==> src/rtl/irq_hub_pkg.sv <==
package irq_hub_pkg;
  localparam int unsigned BANK_W = 32;

  // word offsets of the register groups
  localparam int unsigned STK_BASE = 32'h030;
  localparam int unsigned ENA_BASE = 32'h048;
  localparam int unsigned CLR_BASE = 32'h054;
  localparam int unsigned SET_BASE = 32'h060;
  localparam int unsigned MAP_BASE = 32'h078;
  localparam int unsigned IDT_BASE = 32'h0E4;

  function automatic logic [BANK_W-1:0] bank_mask(int unsigned nsrc, int unsigned b);
    logic [BANK_W-1:0] m;
    for (int unsigned i = 0; i < BANK_W; i++) begin
      m[i] = ((b * BANK_W + i) < nsrc);
    end
    return m;
  endfunction
endpackage

==> src/rtl/irq_hub_rstsync.sv <==
module irq_hub_rstsync (
  input  logic clk,
  input  logic rst_n,
  output logic rst_sync_n
);
  logic [1:0] sync_q;

  always_ff @(posedge clk or negedge rst_n) begin
    if (!rst_n) sync_q <= 2'b00;
    else        sync_q <= {sync_q[0], 1'b1};
  end

  assign rst_sync_n = sync_q[1];
endmodule

==> src/rtl/irq_hub_decode.sv <==
module irq_hub_decode
  import irq_hub_pkg::*;
#(
  parameter int unsigned NB = 3,
  parameter int unsigned ND = 9,
  parameter int unsigned AW = 12
) (
  input  logic [AW-1:0]         addr,
  output logic [NB-1:0]         hit_stk,
  output logic [NB-1:0]         hit_ena,
  output logic [NB-1:0]         hit_clr,
  output logic [NB-1:0]         hit_set,
  output logic [NB-1:0][ND-1:0] hit_map,
  output logic [NB-1:0][ND-1:0] hit_idt
);
  localparam int unsigned GRP_STRIDE = ND * 4;

  for (genvar b = 0; b < NB; b++) begin : g_bank
    localparam logic [AW-1:0] A_STK = AW'(STK_BASE + 4 * b);
    localparam logic [AW-1:0] A_ENA = AW'(ENA_BASE + 4 * b);
    localparam logic [AW-1:0] A_CLR = AW'(CLR_BASE + 4 * b);
    localparam logic [AW-1:0] A_SET = AW'(SET_BASE + 4 * b);
    assign hit_stk[b] = (addr == A_STK);
    assign hit_ena[b] = (addr == A_ENA);
    assign hit_clr[b] = (addr == A_CLR);
    assign hit_set[b] = (addr == A_SET);
    for (genvar d = 0; d < ND; d++) begin : g_dst
      localparam logic [AW-1:0] A_MAP = AW'(MAP_BASE + GRP_STRIDE * b + 4 * d);
      localparam logic [AW-1:0] A_IDT = AW'(IDT_BASE + GRP_STRIDE * b + 4 * d);
      assign hit_map[b][d] = (addr == A_MAP);
      assign hit_idt[b][d] = (addr == A_IDT);
    end
  end
endmodule

==> src/rtl/irq_hub_bank.sv <==
module irq_hub_bank
  import irq_hub_pkg::*;
#(
  parameter int unsigned       ND    = 9,
  parameter logic [BANK_W-1:0] VMASK = '1
) (
  input  logic                       clk,
  input  logic                       rst_n,
  input  logic [BANK_W-1:0]          src,
  input  logic [BANK_W-1:0]          wdata,
  input  logic                       ack_we,
  input  logic                       set_we,
  input  logic                       clr_we,
  input  logic [ND-1:0]              map_we,
  output logic [BANK_W-1:0]          sticky_o,
  output logic [BANK_W-1:0]          ena_o,
  output logic [ND-1:0][BANK_W-1:0]  map_o,
  output logic [ND-1:0][BANK_W-1:0]  idt_o
);
  logic [BANK_W-1:0]         sticky_q, sticky_d;
  logic [BANK_W-1:0]         ena_q, ena_d;
  logic [ND-1:0][BANK_W-1:0] map_q, map_d;
  logic                      sticky_en, ena_en;
  logic [BANK_W-1:0]         src_v, wdat_v;

  assign src_v  = src & VMASK;
  assign wdat_v = wdata & VMASK;

  // next state: a live source overrides an acknowledge in the same cycle
  always_comb begin
    sticky_en = ack_we | (|src_v);
    sticky_d  = (sticky_q & ~(ack_we ? wdat_v : '0)) | src_v;
    ena_en    = set_we | clr_we;
    ena_d     = ena_q;
    if (set_we) ena_d = ena_q | wdat_v;
    if (clr_we) ena_d = ena_q & ~wdat_v;
    for (int d = 0; d < int'(ND); d++) begin
      map_d[d] = map_we[d] ? wdat_v : map_q[d];
    end
  end

  always_ff @(posedge clk or negedge rst_n) begin
    if (!rst_n) begin
      sticky_q <= '0;
      ena_q    <= '0;
    end else begin
      if (sticky_en) sticky_q <= sticky_d;
      if (ena_en)    ena_q    <= ena_d;
    end
  end

  for (genvar d = 0; d < ND; d++) begin : g_map
    always_ff @(posedge clk or negedge rst_n) begin
      if (!rst_n)         map_q[d] <= '0;
      else if (map_we[d]) map_q[d] <= map_d[d];
    end
    assign idt_o[d] = sticky_q & ena_q & map_q[d];
  end

  assign sticky_o = sticky_q;
  assign ena_o    = ena_q;
  assign map_o    = map_q;
endmodule

==> src/rtl/irq_route_hub.sv <==
module irq_route_hub
  import irq_hub_pkg::*;
#(
  parameter int unsigned NUM_SRC = 86,
  parameter int unsigned NUM_DST = 9,
  parameter int unsigned AW      = 12
) (
  input  logic                clk,
  input  logic                rst_n,
  input  logic [NUM_SRC-1:0]  src_i,
  input  logic                bus_wr,
  input  logic                bus_rd,
  input  logic [AW-1:0]       bus_addr,
  input  logic [BANK_W-1:0]   bus_wdata,
  output logic [BANK_W-1:0]   bus_rdata,
  output logic [NUM_DST-1:0]  dst_irq
);
  localparam int unsigned NB    = (NUM_SRC + BANK_W - 1) / BANK_W;
  localparam int unsigned PAD_W = NB * BANK_W;

  logic                           rst_sync_n;
  logic [PAD_W-1:0]               src_pad;
  logic [NB-1:0]                  hit_stk, hit_ena, hit_clr, hit_set;
  logic [NB-1:0][NUM_DST-1:0]     hit_map, hit_idt;
  logic [NB-1:0][BANK_W-1:0]      stk_b, ena_b;
  logic [NB-1:0][NUM_DST-1:0][BANK_W-1:0] map_b, idt_b;
  logic [PAD_W-1:0]               sticky_all, ena_all;
  logic [BANK_W-1:0]              rd_mux, rdata_q;
  logic [NUM_DST-1:0]             dst_d;

  irq_hub_rstsync u_rst (
    .clk        (clk),
    .rst_n      (rst_n),
    .rst_sync_n (rst_sync_n)
  );

  assign src_pad = PAD_W'(src_i);

  irq_hub_decode #(.NB(NB), .ND(NUM_DST), .AW(AW)) u_dec (
    .addr    (bus_addr),
    .hit_stk (hit_stk),
    .hit_ena (hit_ena),
    .hit_clr (hit_clr),
    .hit_set (hit_set),
    .hit_map (hit_map),
    .hit_idt (hit_idt)
  );

  for (genvar b = 0; b < NB; b++) begin : g_bank
    irq_hub_bank #(.ND(NUM_DST), .VMASK(bank_mask(NUM_SRC, b))) u_bank (
      .clk      (clk),
      .rst_n    (rst_sync_n),
      .src      (src_pad[b*BANK_W +: BANK_W]),
      .wdata    (bus_wdata),
      .ack_we   (bus_wr & hit_stk[b]),
      .set_we   (bus_wr & hit_set[b]),
      .clr_we   (bus_wr & hit_clr[b]),
      .map_we   ({NUM_DST{bus_wr}} & hit_map[b]),
      .sticky_o (stk_b[b]),
      .ena_o    (ena_b[b]),
      .map_o    (map_b[b]),
      .idt_o    (idt_b[b])
    );
    assign sticky_all[b*BANK_W +: BANK_W] = stk_b[b];
    assign ena_all[b*BANK_W +: BANK_W]    = ena_b[b];
  end

  // one-hot decode, so an OR of the selected words forms the mux
  always_comb begin
    rd_mux = '0;
    dst_d  = '0;
    for (int b = 0; b < int'(NB); b++) begin
      if (hit_stk[b]) rd_mux = rd_mux | stk_b[b];
      if (hit_ena[b]) rd_mux = rd_mux | ena_b[b];
      for (int d = 0; d < int'(NUM_DST); d++) begin
        if (hit_map[b][d]) rd_mux = rd_mux | map_b[b][d];
        if (hit_idt[b][d]) rd_mux = rd_mux | idt_b[b][d];
        dst_d[d] = dst_d[d] | (|idt_b[b][d]);
      end
    end
  end

  always_ff @(posedge clk or negedge rst_sync_n) begin
    if (!rst_sync_n)  rdata_q <= '0;
    else if (bus_rd)  rdata_q <= rd_mux;
  end

  assign bus_rdata = rdata_q;
  assign dst_irq   = dst_d;
endmodule

==> config.mk <==
export PLATFORM = sky130hd
export DESIGN_NAME = irq_route_hub
export DESIGN_NICKNAME = d
export VERILOG_FILES = /design/src/rtl/irq_hub_pkg.sv /design/src/rtl/irq_hub_rstsync.sv /design/src/rtl/irq_hub_decode.sv /design/src/rtl/irq_hub_bank.sv /design/src/rtl/irq_route_hub.sv
export SDC_FILE = /design/constraint.sdc
export NUM_CORES = 2
export LEC_CHECK = 0
export BUFFER_PORTS_ARGS = -buffer_cell sky130_fd_sc_hd__buf_2
export CAP_MARGIN = 20
export CORE_MARGIN = 2
export CORE_UTILIZATION = 35
export CTS_CLUSTER_DIAMETER = 40
export CTS_CLUSTER_SIZE = 40
export DETAILED_ROUTE_END_ITERATION = 7
export PLACE_DENSITY = 0.55
export SYNTH_ARGS = -nofsm -noshare
export SYNTH_HDL_FRONTEND = slang
export SYNTH_HIERARCHICAL = 1
export SYNTH_SLANG_ARGS = --single-unit
==> constraint.sdc <==
create_clock -name clk -period 71.3 [get_ports clk]
set_input_delay 3.565 -clock clk [delete_from_list [all_inputs] [get_ports clk]]
set_output_delay 3.565 -clock clk [all_outputs]
set_load 0.005 [all_outputs]
**Yosys cells after proc, flatten, opt, wreduce, memory -nomap -nowiden**

Index checks and enable logic that the tools add are counted.

- Multiplexer cells: 69
- Bitwise gates (word level): 142
- Reduce and logical (&&, ||, !) cells: 36
- Equality and inequality tests: 66

Operators with widths:

| cell | number |
|---|---|
| $mux 32 | 68 |
| $or 32x32->32 | 54 |
| $reduce_or 32->1 | 29 |
| $and 32x32->32 | 27 |
| $eq 12x8->1 const B | 32 |
| $or 32x22->32 | 11 |
| $and 32x22->32 | 9 |
| $eq 12x9->1 const B | 20 |
| $eq 12x7->1 const B | 11 |
| $not 32->32 | 4 |
| $eq 12x6->1 const B | 3 |
| $not 22->32 | 1 |
| $and 9x9->9 | 3 |
| $or 1x1->1 | 24 |
| $mux 22 | 1 |
| $reduce_or 22->1 | 1 |
| $and 1x1->1 | 9 |
| $reduce_and 2->1 | 3 |
| $reduce_bool 2->1 | 3 |

- Logic and storage cells: 348
- Output and inout bits: 41
- Input port bits: 134
- Flip-flop bits (word level): 1000

**Depth between registers and ports, before layout**

- Depth in word-level cells: 120
- Gate-level depth with buffers: 11
- Gate-level depth less buffers: 7

**Hierarchy**

Netlist, hierarchy kept.

By module, submodules not included:

| module | area an instance (um^2) | cells an instance | seq. area each (um^2) | instances |
|---|---|---|---|---|
| irq_hub_bank at g_bank[0].u_bank ... | 16392.0 | 1133 | 8808.4 | 2 |
| irq_route_hub | 13753.2 | 1834 | 800.8 | 1 |
| irq_hub_bank at g_bank[2].u_bank | 11845.1 | 973 | 6055.8 | 1 |
| irq_hub_decode | 937.1 | 110 | 0.0 | 1 |
| irq_hub_rstsync | 53.8 | 3 | 50.0 | 1 |

**Worst setup path before layout**

No wires, ideal clock.

- Path type: input port to flip-flop
- From: input bus_addr[9]
- To: register g_bank[0].u_bank.map_q (netlist bit g_bank[0].u_bank/map_o[129])
- Required time: 71.175 ns
- Arrival: 5.782 ns
- Library setup time: 0.125 ns
- Stages: 10
- Slack: 65.393 ns
- Buffers on the path: 6
- Path through: or4_1 > buf_4 > buf_6 > nor3_2 > clkbuf_1 > clkbuf_1 > and2_1 > buf_6 > buf_12 > mux2_4

RTL lines:

| what | line | RTL |
|---|---|---|
| start: declaration | irq_route_hub.sv:13 | `input logic [AW-1:0] bus_addr,` |
| end signal: indexed assignment | irq_hub_bank.sv:55 | `else if (map_we[d]) map_q[d] <= map_d[d];` |
| end: declaration | irq_hub_bank.sv:22 | `logic [ND-1:0][BANK_W-1:0] map_q, map_d;` |

==> metrics.md <==
| Metric | Value |
|---|---|
| Hold Fails Final Rpt | `0` |
| Clk sinks | `980` |
| RSZ-0062 raised after global routing | `no` |
| Final setup viols | `0` |
| Largest net degree at the start of global routing | `164` |
| Worst Path Arrival | `4.52 ns` |
| Worst skew pair latency | `0.82 ns` |
| Slew HR | `4.21%` |
| Violated checks | `DRC` |
| P_int | `1120 uW` |
| Worst Setup End Kind | `primary output` |
| Buffers from clock root to sink, at most | `3` |
| Syn avg cell area | `11.5 um2` |
| Layout cells sized above 1 | `29.1%` |
| Filler cell count | `16400` |
| CTS tree | `built` |
| Synthesized area | `59400 um2` |
| GRT Residual Overflow | `0` |
| Pleak | `0.0320 uW` |
| Clock share of power | `58.8%` |
| Post-route ant nets | `0` |
| Final min period | `8.08 ns` |
| DR DRC count | `9` |
| Vias in the first global route | `51300` |
| Post-Synthesis Cells | `5185` |
| Hold_ws | `0.345 ns` |
| WL/cell | `42.0 um` |
| Clk_skew | `0.0310 ns` |
| H-tree Lvls | `4` |
| First-pass GRT wire length | `432 mm` |
| DR pass1 iterations | `8` |
| Sequential share of power | `38.0%` |
| Final period util | `11.3%` |
| Final net count | `5364` |
| Max Clock Freq | `124 MHz` |
| Detailed-route via count | `53600` |
| Hold Crit Class | `flop to flop` |
| Area added between synthesis and finish | `12.4%` |
| Die width | `416 um` |
| CP max FO | `11` |
| Sw Ratio | `25.0%` |
| Synth warn | `6` |
| Crit path required time | `67.74 ns` |
| TNS Setup | `0 ns` |
| Outcome | `finished, violations left` |
| Startpoint Class | `flop` |
| VDD IR max | `0.0000257 V` |
| Setup Fix Bufs, Post-CTS | `0` |
| DIE AREA | `173000 um2` |
| Hold buffer count at cts | `0` |
| Num CTS Buffers | `168` |
| CTS clk-pin slew, worst paths | `0.06 ns` |
| Core area | `169000 um2` |
| Cell Pwr Density | `22.3 nW/um2` |
| Max-slew violation count | `0` |
| Initial antenna violation count | `24` |
| Chip height | `416 um` |
| CP Class | `flop to primary output` |
| CTS root buf | `clkbuf_16` |
| Final WL | `319 mm` |
| IO Port Bufs | `174` |
| Total GRT Usage | `35.8%` |
| Initial Util | `35.1%` |
| Logic pwr share | `3.3%` |
| Reg2Reg Setup Slack | `67.87 ns` |
| Routability Congestion | `1.03` |
| DR iter-0 viols | `10100` |
| Max Cap Viol | `0` |
| Via/cell ratio | `7.05` |
| I/O pin cnt | `175` |
| Dpl hpwl | `193 mm` |
| CTS resizes | `0` |
| Worst Tran Pin Value | `1.42 ns` |
| Rows | `151` |
| Net Switching | `372 uW` |
metrics by stage:
stage          utilization, %  power [uW]  area [um2]  instances  setup slack [ns]
6_report                 39.5        1490       66700       7599             63.22
5_1_grt                  39.5        1520       66700       7593             63.51
4_1_cts                  39.5        1490       66700       7586             63.64
3_5_place_dp             35.9         622       60600       7271             63.79
3_3_place_gp             35.9         621       60600       7270             63.81
2_1_floorplan               -         607       60100       5384             41.96
cells in the final DEF (no fill, tap or decap), types with 119 or more instances in the layout:
cell	n
a21oi_1	172
a221oi_1	231
a22o_1	254
a22oi_1	352
and3_1	774
buf_2	179
buf_4	133
clkbuf_16	175
conb_1	201
dfrtp_1	979
mux2_2	234
mux2_4	540
nand2_1	128
nand3_1	160
nand4_1	119
nor4_1	225
worst max-delay path, stage by stage (launching register included):
cell and delay (ns):
dfrtp_1 0.57, and3_1 0.29, nor4_1 1.16, nand4_1 0.60
nor4_1 0.52, nand2_1 0.32, buf_2 0.22
per-layer routing:
layer	vias to the layer above	wire (um)	track usage, %	part of all wire, %
li1	20300	-	-	-
met1	27000	119000	45.8	37
met2	4825	127000	49.1	40
met3	1384	47200	14.6	15
met4	28	25900	23.3	8.1
met5	-	340	0.750	0.11
power by group through the flow:
stage	logic, uW	registers, uW	clock network, uW
3_3_place_gp	46.5	575	0
5_1_grt	52.1	565	904
4_1_cts	46.8	565	879
2_1_floorplan	26.7	581	0
6_report	48.4	565	876
3_5_place_dp	46.8	575	0
layout make-up:
| cell class | count | area [um2] | share of cell area (%) |
|---|---|---|---|
| repair buffers | 317 | 1980 | 2.97 |
| diodes | 6 | 15.0 | 0.0225 |
| multi-input cells | 3763 | 31400 | 47.0 |
| clock buffers | 196 | 4580 | 6.86 |
| flip-flops and latches | 980 | 24500 | 36.8 |
| well taps | 2218 | 2780 | 4.16 |
| clock inverters | 119 | 1470 | 2.20 |
sequential cells by signal (all words and copies together), names as in the netlist, named ones only:
name and flops:
bus_rdata 32, g_bank.u_bank/sticky_o 86, g_bank.u_bank/map_o 774, u_rst/sync_q 2
path summary, 6_finish.rpt:
check / start / to / cells past startpoint
setup / recovery: flop / dst_irq[8] / 6
hold reg to reg: u_rst/sync_q[0]$_DFF_PN0_ / u_rst/sync_q[1]$_DFF_PN0_ / 0
setup reg to reg: u_rst/sync_q[1]$_DFF_PN0_ / g_bank[0].u_bank/map_o[120]$_DFFE_PN0P_ / 3
max in group asynchronous: u_rst/sync_q[1]$_DFF_PN0_ / g_bank[0].u_bank/map_o[120]$_DFFE_PN0P_ / 3
hold / removal: u_rst/sync_q[0]$_DFF_PN0_ / u_rst/sync_q[1]$_DFF_PN0_ / 0
min in group asynchronous: u_rst/sync_q[1]$_DFF_PN0_ / async pin / 0
(Power assumes the default switching activity.)
